[src/rtl/gsp_pkg.sv]
package gsp_pkg;
  localparam int unsigned DEF_GAIN_W      = 8;
  localparam int unsigned DEF_SYNC_STAGES = 2;
  localparam int unsigned NUM_CHAN        = 2;

  // counter width able to hold 0..n
  function automatic int unsigned cnt_w(input int unsigned n);
    return $clog2(n + 1);
  endfunction
endpackage

[src/rtl/gsp_sync.sv]
module gsp_sync #(
  parameter int unsigned W      = 1,
  parameter int unsigned STAGES = 2,
  parameter logic [W-1:0] RST_VAL = '0
) (
  input  logic         clk_i,
  input  logic         rst_ni,
  input  logic [W-1:0] d_i,
  output logic [W-1:0] q_o
);
  logic [W-1:0] stg_q [STAGES];

  for (genvar s = 0; s < STAGES; s++) begin : g_stage
    if (s == 0) begin : g_first
      always_ff @(posedge clk_i or negedge rst_ni) begin
        if (!rst_ni) stg_q[s] <= RST_VAL;
        else         stg_q[s] <= d_i;
      end
    end else begin : g_next
      always_ff @(posedge clk_i or negedge rst_ni) begin
        if (!rst_ni) stg_q[s] <= RST_VAL;
        else         stg_q[s] <= stg_q[s-1];
      end
    end
  end

  assign q_o = stg_q[STAGES-1];
endmodule

[src/rtl/gsp_front.sv]
module gsp_front #(
  parameter int unsigned SYNC_STAGES = 2
) (
  input  logic clk_i,
  input  logic rst_ni,
  input  logic csn_i,
  input  logic sclk_i,
  input  logic sdi_i,
  output logic sel_o,
  output logic sel_start_o,
  output logic sel_end_o,
  output logic sclk_rise_o,
  output logic sclk_fall_o,
  output logic sdi_o
);
  localparam int unsigned PIN_N = 3;
  localparam int unsigned CSN_B = 2;
  localparam int unsigned SCK_B = 1;
  localparam int unsigned SDI_B = 0;

  logic [PIN_N-1:0] pin_raw, pin_syn;
  logic csn_d, sclk_d;

  assign pin_raw = {csn_i, sclk_i, sdi_i};

  gsp_sync #(
    .W      (PIN_N),
    .STAGES (SYNC_STAGES),
    .RST_VAL(3'b100)
  ) u_sync (
    .clk_i (clk_i),
    .rst_ni(rst_ni),
    .d_i   (pin_raw),
    .q_o   (pin_syn)
  );

  always_ff @(posedge clk_i or negedge rst_ni) begin
    if (!rst_ni) begin
      csn_d  <= 1'b1;
      sclk_d <= 1'b0;
    end else begin
      csn_d  <= pin_syn[CSN_B];
      sclk_d <= pin_syn[SCK_B];
    end
  end

  assign sel_o       = ~pin_syn[CSN_B];
  assign sel_start_o = csn_d & ~pin_syn[CSN_B];
  assign sel_end_o   = ~csn_d & pin_syn[CSN_B];
  assign sclk_rise_o = sel_o & pin_syn[SCK_B] & ~sclk_d;
  assign sclk_fall_o = sel_o & ~pin_syn[SCK_B] & sclk_d;
  assign sdi_o       = pin_syn[SDI_B];
endmodule

[src/rtl/gsp_shifter.sv]
module gsp_shifter #(
  parameter int unsigned FRAME_W = 16
) (
  input  logic               clk_i,
  input  logic               rst_ni,
  input  logic               sel_start_i,
  input  logic               shift_i,
  input  logic               drive_i,
  input  logic               sdi_i,
  output logic [FRAME_W-1:0] word_o,
  output logic               full_o,
  output logic               sdo_o
);
  localparam int unsigned CNT_W = gsp_pkg::cnt_w(FRAME_W);
  localparam logic [CNT_W-1:0] CNT_FULL = CNT_W'(FRAME_W);

  logic [FRAME_W-1:0] sh_q;
  logic [CNT_W-1:0]   cnt_q;
  logic               sdo_q;

  always_ff @(posedge clk_i or negedge rst_ni) begin
    if (!rst_ni) begin
      sh_q <= '0;
    end else if (shift_i) begin
      sh_q <= {sh_q[FRAME_W-2:0], sdi_i};
    end
  end

  // bit count of the current select period, saturating at one word
  always_ff @(posedge clk_i or negedge rst_ni) begin
    if (!rst_ni) begin
      cnt_q <= '0;
    end else if (sel_start_i) begin
      cnt_q <= '0;
    end else if (shift_i && cnt_q != CNT_FULL) begin
      cnt_q <= cnt_q + CNT_W'(1);
    end
  end

  // overflow bit leaves on the opposite serial edge
  always_ff @(posedge clk_i or negedge rst_ni) begin
    if (!rst_ni) begin
      sdo_q <= 1'b0;
    end else if (sel_start_i || drive_i) begin
      sdo_q <= sh_q[FRAME_W-1];
    end
  end

  assign word_o = sh_q;
  assign full_o = (cnt_q == CNT_FULL);
  assign sdo_o  = sdo_q;
endmodule

[src/rtl/gsp_commit.sv]
module gsp_commit #(
  parameter int unsigned GAIN_W = 8,
  localparam int unsigned FRAME_W = gsp_pkg::NUM_CHAN * GAIN_W
) (
  input  logic               clk_i,
  input  logic               rst_ni,
  input  logic               sel_end_i,
  input  logic               full_i,
  input  logic [FRAME_W-1:0] word_i,
  output logic [GAIN_W-1:0]  gain_right_o,
  output logic [GAIN_W-1:0]  gain_left_o,
  output logic               upd_o
);
  logic take;
  assign take = sel_end_i & full_i;

  always_ff @(posedge clk_i or negedge rst_ni) begin
    if (!rst_ni) begin
      gain_right_o <= '0;
      gain_left_o  <= '0;
      upd_o        <= 1'b0;
    end else begin
      upd_o <= take;
      if (take) begin
        // first byte shifted in sits in the upper half
        gain_right_o <= word_i[FRAME_W-1:GAIN_W];
        gain_left_o  <= word_i[GAIN_W-1:0];
      end
    end
  end
endmodule

[src/rtl/gain_serial_port.sv]
module gain_serial_port #(
  parameter int unsigned GAIN_W      = gsp_pkg::DEF_GAIN_W,
  parameter int unsigned SYNC_STAGES = gsp_pkg::DEF_SYNC_STAGES
) (
  input  logic              clk_i,
  input  logic              rst_ni,
  input  logic              csn_i,
  input  logic              sclk_i,
  input  logic              sdi_i,
  output logic [GAIN_W-1:0] gain_right_o,
  output logic [GAIN_W-1:0] gain_left_o,
  output logic              gain_upd_o,
  output logic              sdo_o,
  output logic              sdo_oe_o
);
  localparam int unsigned FRAME_W = gsp_pkg::NUM_CHAN * GAIN_W;

  logic sel, sel_start, sel_end, sclk_rise, sclk_fall, sdi_s, full;
  logic [FRAME_W-1:0] word;

  gsp_front #(.SYNC_STAGES(SYNC_STAGES)) u_front (
    .clk_i      (clk_i),
    .rst_ni     (rst_ni),
    .csn_i      (csn_i),
    .sclk_i     (sclk_i),
    .sdi_i      (sdi_i),
    .sel_o      (sel),
    .sel_start_o(sel_start),
    .sel_end_o  (sel_end),
    .sclk_rise_o(sclk_rise),
    .sclk_fall_o(sclk_fall),
    .sdi_o      (sdi_s)
  );

  gsp_shifter #(.FRAME_W(FRAME_W)) u_shift (
    .clk_i      (clk_i),
    .rst_ni     (rst_ni),
    .sel_start_i(sel_start),
    .shift_i    (sclk_rise),
    .drive_i    (sclk_fall),
    .sdi_i      (sdi_s),
    .word_o     (word),
    .full_o     (full),
    .sdo_o      (sdo_o)
  );

  gsp_commit #(.GAIN_W(GAIN_W)) u_commit (
    .clk_i       (clk_i),
    .rst_ni      (rst_ni),
    .sel_end_i   (sel_end),
    .full_i      (full),
    .word_i      (word),
    .gain_right_o(gain_right_o),
    .gain_left_o (gain_left_o),
    .upd_o       (gain_upd_o)
  );

  assign sdo_oe_o = sel;
endmodule

[config.mk]
export PLATFORM = sky130hd
export DESIGN_NAME = gain_serial_port
export DESIGN_NICKNAME = d
export VERILOG_FILES = /design/src/rtl/gsp_pkg.sv /design/src/rtl/gsp_sync.sv /design/src/rtl/gsp_front.sv /design/src/rtl/gsp_shifter.sv /design/src/rtl/gsp_commit.sv /design/src/rtl/gain_serial_port.sv
export SDC_FILE = /design/constraint.sdc
export NUM_CORES = 1
export LEC_CHECK = 0
export BUFFER_PORTS_ARGS = -buffer_cell sky130_fd_sc_hd__buf_2
export CAP_MARGIN = 20
export CORE_MARGIN = 2
export CORE_UTILIZATION = 60
export DETAILED_ROUTE_END_ITERATION = 6
export PLACE_DENSITY = 0.89
export SETUP_SLACK_MARGIN = 0.3
export SLEW_MARGIN = 40
export SYNTH_ARGS = -nofsm -noshare
export SYNTH_HDL_FRONTEND = slang
export SYNTH_SLANG_ARGS = --single-unit
[constraint.sdc]
create_clock -name clk_i -period 5.1 [get_ports clk_i]
set_input_delay 0.765 -clock clk_i [delete_from_list [all_inputs] [get_ports clk_i]]
set_output_delay 0.765 -clock clk_i [all_outputs]
set_load 0.02 [all_outputs]
# Word-level counts from Yosys, hierarchy flattened
# Cells that the tools add are included.
dict set report totals {
  regBits 47
  romBits 0
  ram_bits 0
  input_bits 5
  elab_cells 29
  latchBits 0
  mem_count 0
}
dict set report op_classes {
  add_sub_neg 1
  n_mul 0
  magnitude_cmp 0
  n_div 0
  reduce_logical 3
  bitwise 11
  n_eq_ne 2
  mux 2
  shifts 0
}
# op n
set op_table {}
lappend op_table {{5-bit two-way mux} 2}
lappend op_table {{1-bit AND} 7}
lappend op_table {{5-bit by 1-bit adder with 5-bit output, second input constant} 1}
lappend op_table {{5-bit == test, second input constant} 1}
lappend op_table {{5-bit inequality test, second input constant} 1}
lappend op_table {{1-bit inverter} 4}
lappend op_table {{2-bit nonzero test} 1}
lappend op_table {{1-bit logical AND} 1}
lappend op_table {{1-bit logical OR} 1}

# Longest topological paths before layout
dict set report depth {
  depth_word 6
  mapped_depth 7
}

# Cells and area by module
# A second synthesis with hierarchy kept.
dict set report hier_totals {
  cells_unflattened 116
  area_unflattened_um2 1843.0
}
# module area_per_inst_um2 instances cells_each seq_area_each_um2
set modules_own_cells {}
lappend modules_own_cells {gsp_shifter 910.9 1 64 550.5}
lappend modules_own_cells {gsp_commit 674.4 1 36 425.4}
lappend modules_own_cells {gsp_sync 175.2 1 9 152.6}
lappend modules_own_cells {gsp_front 82.6 1 7 51.3}

# Worst setup path after synthesis
# No wires, ideal clock.
dict set report synth_path {
  path_type {register -> register}
  start {register u_shift.cnt_q[0]}
  end {register u_commit.gain_left_o[0]}
  slack_ns 3.319
  path_buffers 2
  path_stages_with_launch 8
  t_arrival_ns 1.656
  synth_period_minus_slack_ns 1.781
  path_cell_list {dfrtp_1 inv_1 ha_1 nand4bb_4 or3_1 buf_6 buf_12 mux2_4}
}
dict set report synth_via {
  elab_chain_cells 2
}
# item line
set synth_rtl {}
lappend synth_rtl {{from (decl)} gsp_shifter.sv:18} ;# logic [CNT_W-1:0] cnt_q;
lappend synth_rtl {{from (signal assigned)} gsp_shifter.sv:36} ;# cnt_q <= cnt_q + CNT_W'(1);
lappend synth_rtl {{5-bit == test} gsp_shifter.sv:50} ;# assign full_o = (cnt_q == CNT_FULL);
lappend synth_rtl {{1-bit AND} gsp_commit.sv:15} ;# assign take = sel_end_i & full_i;
lappend synth_rtl {{to (signal assigned)} gsp_commit.sv:27} ;# gain_left_o <= word_i[GAIN_W-1:0];
lappend synth_rtl {{to (decl)} gsp_commit.sv:11} ;# output logic [GAIN_W-1:0] gain_left_o,
# No other way between the ends.
# A chain may end at the register's enable or synchronous reset.

# Worst setup path after layout
dict set report layout_path {
  start {register u_shift.cnt_q[0]}
  end {register u_commit.gain_right_o[7]}
}
dict set report layout_via {
  elab_chain_cells 2
}
# item line
set layout_rtl {}
lappend layout_rtl {{5-bit == test} gsp_shifter.sv:50}
lappend layout_rtl {{1-bit AND} gsp_commit.sv:15}
lappend layout_rtl {{to (signal assigned)} gsp_commit.sv:26} ;# gain_right_o <= word_i[FRAME_W-1:GAIN_W];
lappend layout_rtl {{to (decl)} gsp_commit.sv:10} ;# output logic [GAIN_W-1:0] gain_right_o,
# No other way between the ends.

==> results.ini <==
[run_status]
run_status = finished, final reports clean

[timing]
post-route-period-util_pct = 40.25
setup_violations = 0
slew_headroom_pct = 54.49
maxSlewViolCount = 0
fin_skew_ns = 0.02243
fin_crit_ns = 2.053
fmax_ghz = 0.4872
fin_tns_setup_ns = 0
worstMarginPinSlew_ns = 0.6820
hold_violations = 0
rsz0062_at_grt = false

[detailed_routing]
vias = 1120
drc = 0
wl_per_cell_um = 14.23
dr.pass1.iters = 4
drt.antenna.violating_nets = 0
wl_um = 2960
viasPerCell = 5.385
drtIter0Drc = 28

[setup_path]
cp_max_fo = 17
crit_type = reg2reg
cp_top_family = simple AND/OR/NAND/NOR gates
cp_slowest_cell = or3_2
arrival_ns = 2.29
cp-end-kind = flop
slowest_delay_ns = 0.68
cp_num_buf_inv = 1
crit_chain = inv_1 > ha_1 > nand4bb_4 > or3_2 > mux2_2
required_ns = 5.34
critPathLaunchType = flop

[synthesis]
yosys_warnings = 0
synth.distinct_cells = 21
mappedNetlistNets = 156
syn_avg_cell_area_um2 = 12.43
synth-edff-count = 0
yosys_register_bits = 47
syn_area_um2 = 1852
synth_ff_type = dfrtp_1
ys_seq_area_share_pct = 63.72
synthArstFlopShare_pct = 100.0
synthCells = 149

[placed_design]
dp_hpwl_um = 1973
dp_cells = 200
gp_routability_congestion = 0.7688
io_buffers = 23

[global_routing]
use_met3_pct = 4.585
grtUsageMet1_pct = 26.53
grt_pass1_wl_um = 4940
grt_max_degree = 48
grt_overflow = 0
globalRouteTotalUtil_pct = 19.36
top_usage_layer = met2
grt_pass1_vias = 1054
met2_usage_pct = 28.73
antenna_found_initial = 0

[power]
p_leak_nw = 1.114
p_per_area_nw_per_um2 = 303.3
ir_drop_mv = 0.1879

[cells_and_area]
drive_gt1_share_pct = 30.86
finalNetCount = 181
antennaDiodeCount = 0
layout.cells.non_filler = 208
area_growth_pct = 9.527

[clock_network]
htree_levels = 2
cts_resized = 0
cts_buffer_depth = 2
cts_buffers = 5
cts-root-buf = clkbuf_4
insertion_delay_ns = 0.36
post_cts.repair.setup_buffers = 0
clock-sinks = 47
cts_tree = yes
hold_buffers = 0
clk_pin_slew_ns = 0.12

[floorplanning]
fp.dieW_um = 59.56
ios = 24
fp.dieH_um = 59.56
die_area_um2 = 3547
coreArea_um2 = 3003
row_count = 20
start_util_pct = 61.67

[job]
drv_cap = 0

[worst_hold_path]
hold_class = reg2reg

-- stage by stage --
stage / worst slack, ns / power [mW] / hold WS, ns / utilization [%] / area, µm²
after floorplan: 3.319 / 0.4356 / 0.3312 / - / 1852
after global placement: 3.113 / 0.4492 / 0.3355 / 65.46 / 1966
after detailed placement: 3.015 / 0.4551 / 0.3370 / 65.75 / 1974
after CTS: 2.977 / 0.6191 / 0.3636 / 67.50 / 2027
after global routing: 2.965 / 0.6416 / 0.3751 / 67.54 / 2028
final: 3.047 / 0.6152 / 0.3599 / 67.54 / 2028
-- worst paths after layout --
path / startpoint / end / slack, ns / cells after the start
min reg2reg: u_front.u_sync.stg_q[3] / u_front.u_sync.q_o[0] / 0.36 / 0
max in group asynchronous: rst_ni / u_front.u_sync.stg_q[5] / 4.31 / 1
max: u_shift.cnt_q[0] / u_commit.gain_right_o[7] / 3.05 / 5
min in group asynchronous: rst_ni / u_commit.gain_right_o[2] / 0.37 / 1
max reg2reg: u_shift.cnt_q[0] / u_commit.gain_right_o[7] / 3.05 / 5
min: u_front.u_sync.stg_q[3] / u_front.u_sync.q_o[0] / 0.36 / 0
-- layout by cell type (no fill, tap or decap), drive strengths merged, types with 4 or more instances in the layout --
cell type  Yosys  final
or3            4      4
nand2         50     50
buf            2     23
a21oi          5      5
clkbuf         3      7
dfrtp         44     44
o21ai          5      5
mux2          17     17
inv            4      4
-- layer usage --
metal	vias to the layer above	wire length [µm]
met3	5	144
met5	-	0
met4	0	53
met1	543	1392
li1	540	-
met2	32	1369
-- sequential cells by signal (all words and copies together) (netlist names) --
signal	cells
u_commit.gain_left_o	8
u_commit.gain_right_o	8
u_commit.upd_o	1
u_front.csn_d	1
u_front.sclk_d	1
u_front.u_sync.q_o	3
u_front.u_sync.stg_q	3
u_shift.cnt_q	5
u_shift.sdo_o	1
u_shift.word_o	16
-- layout make-up --
type / count / area, µm²
Fill cell: 225 / 974.7
Sequential cell: 47 / 1180
Clock inverter: 1 / 7.507
Clock buffer: 7 / 45.04
Tap cell: 33 / 41.29
Multi-Input combinational cell: 93 / 621.8
Inverter: 4 / 15.01
Timing Repair Buffer: 23 / 117.6
-- cells in the mapped netlist, types with 2 or more instances --
| library cell | instances | share of area [%] |
|---|---|---|
| a21oi_1 | 5 | 1.4 |
| clkbuf_1 | 3 | 0.61 |
| dfrtp_1 | 44 | 59 |
| dfstp_2 | 3 | 4.3 |
| ha_1 | 2 | 1.4 |
| inv_1 | 4 | 0.81 |
| mux2_2 | 8 | 4.9 |
| mux2_4 | 9 | 7.3 |
| nand2_1 | 50 | 10 |
| nand3_1 | 3 | 0.81 |
| nor2b_1 | 2 | 0.68 |
| o21ai_0 | 5 | 1.4 |
| or3_1 | 3 | 1.0 |
-- report_power, final --
part / internal [mW] / switching (mW) / leakage [nW] / total, mW
clock: 0.0545 / 0.113 / 0.0255 / 0.167
combinational: 0.0127 / 0.0236 / 0.461 / 0.0363
sequential: 0.394 / 0.0178 / 0.628 / 0.412
-- logic make-up after synthesis --
logic type	after synthesis	synth area share [%]
AND/OR/NAND/NOR	64	16.96
flip-flops	47	63.72
multiplexers	17	12.16
AO/OA/AOI/OAI	10	2.702
buffers and inverters	9	3.108
adder cells (fa/ha/maj)	2	1.351
(Power assumes the default switching activity.)
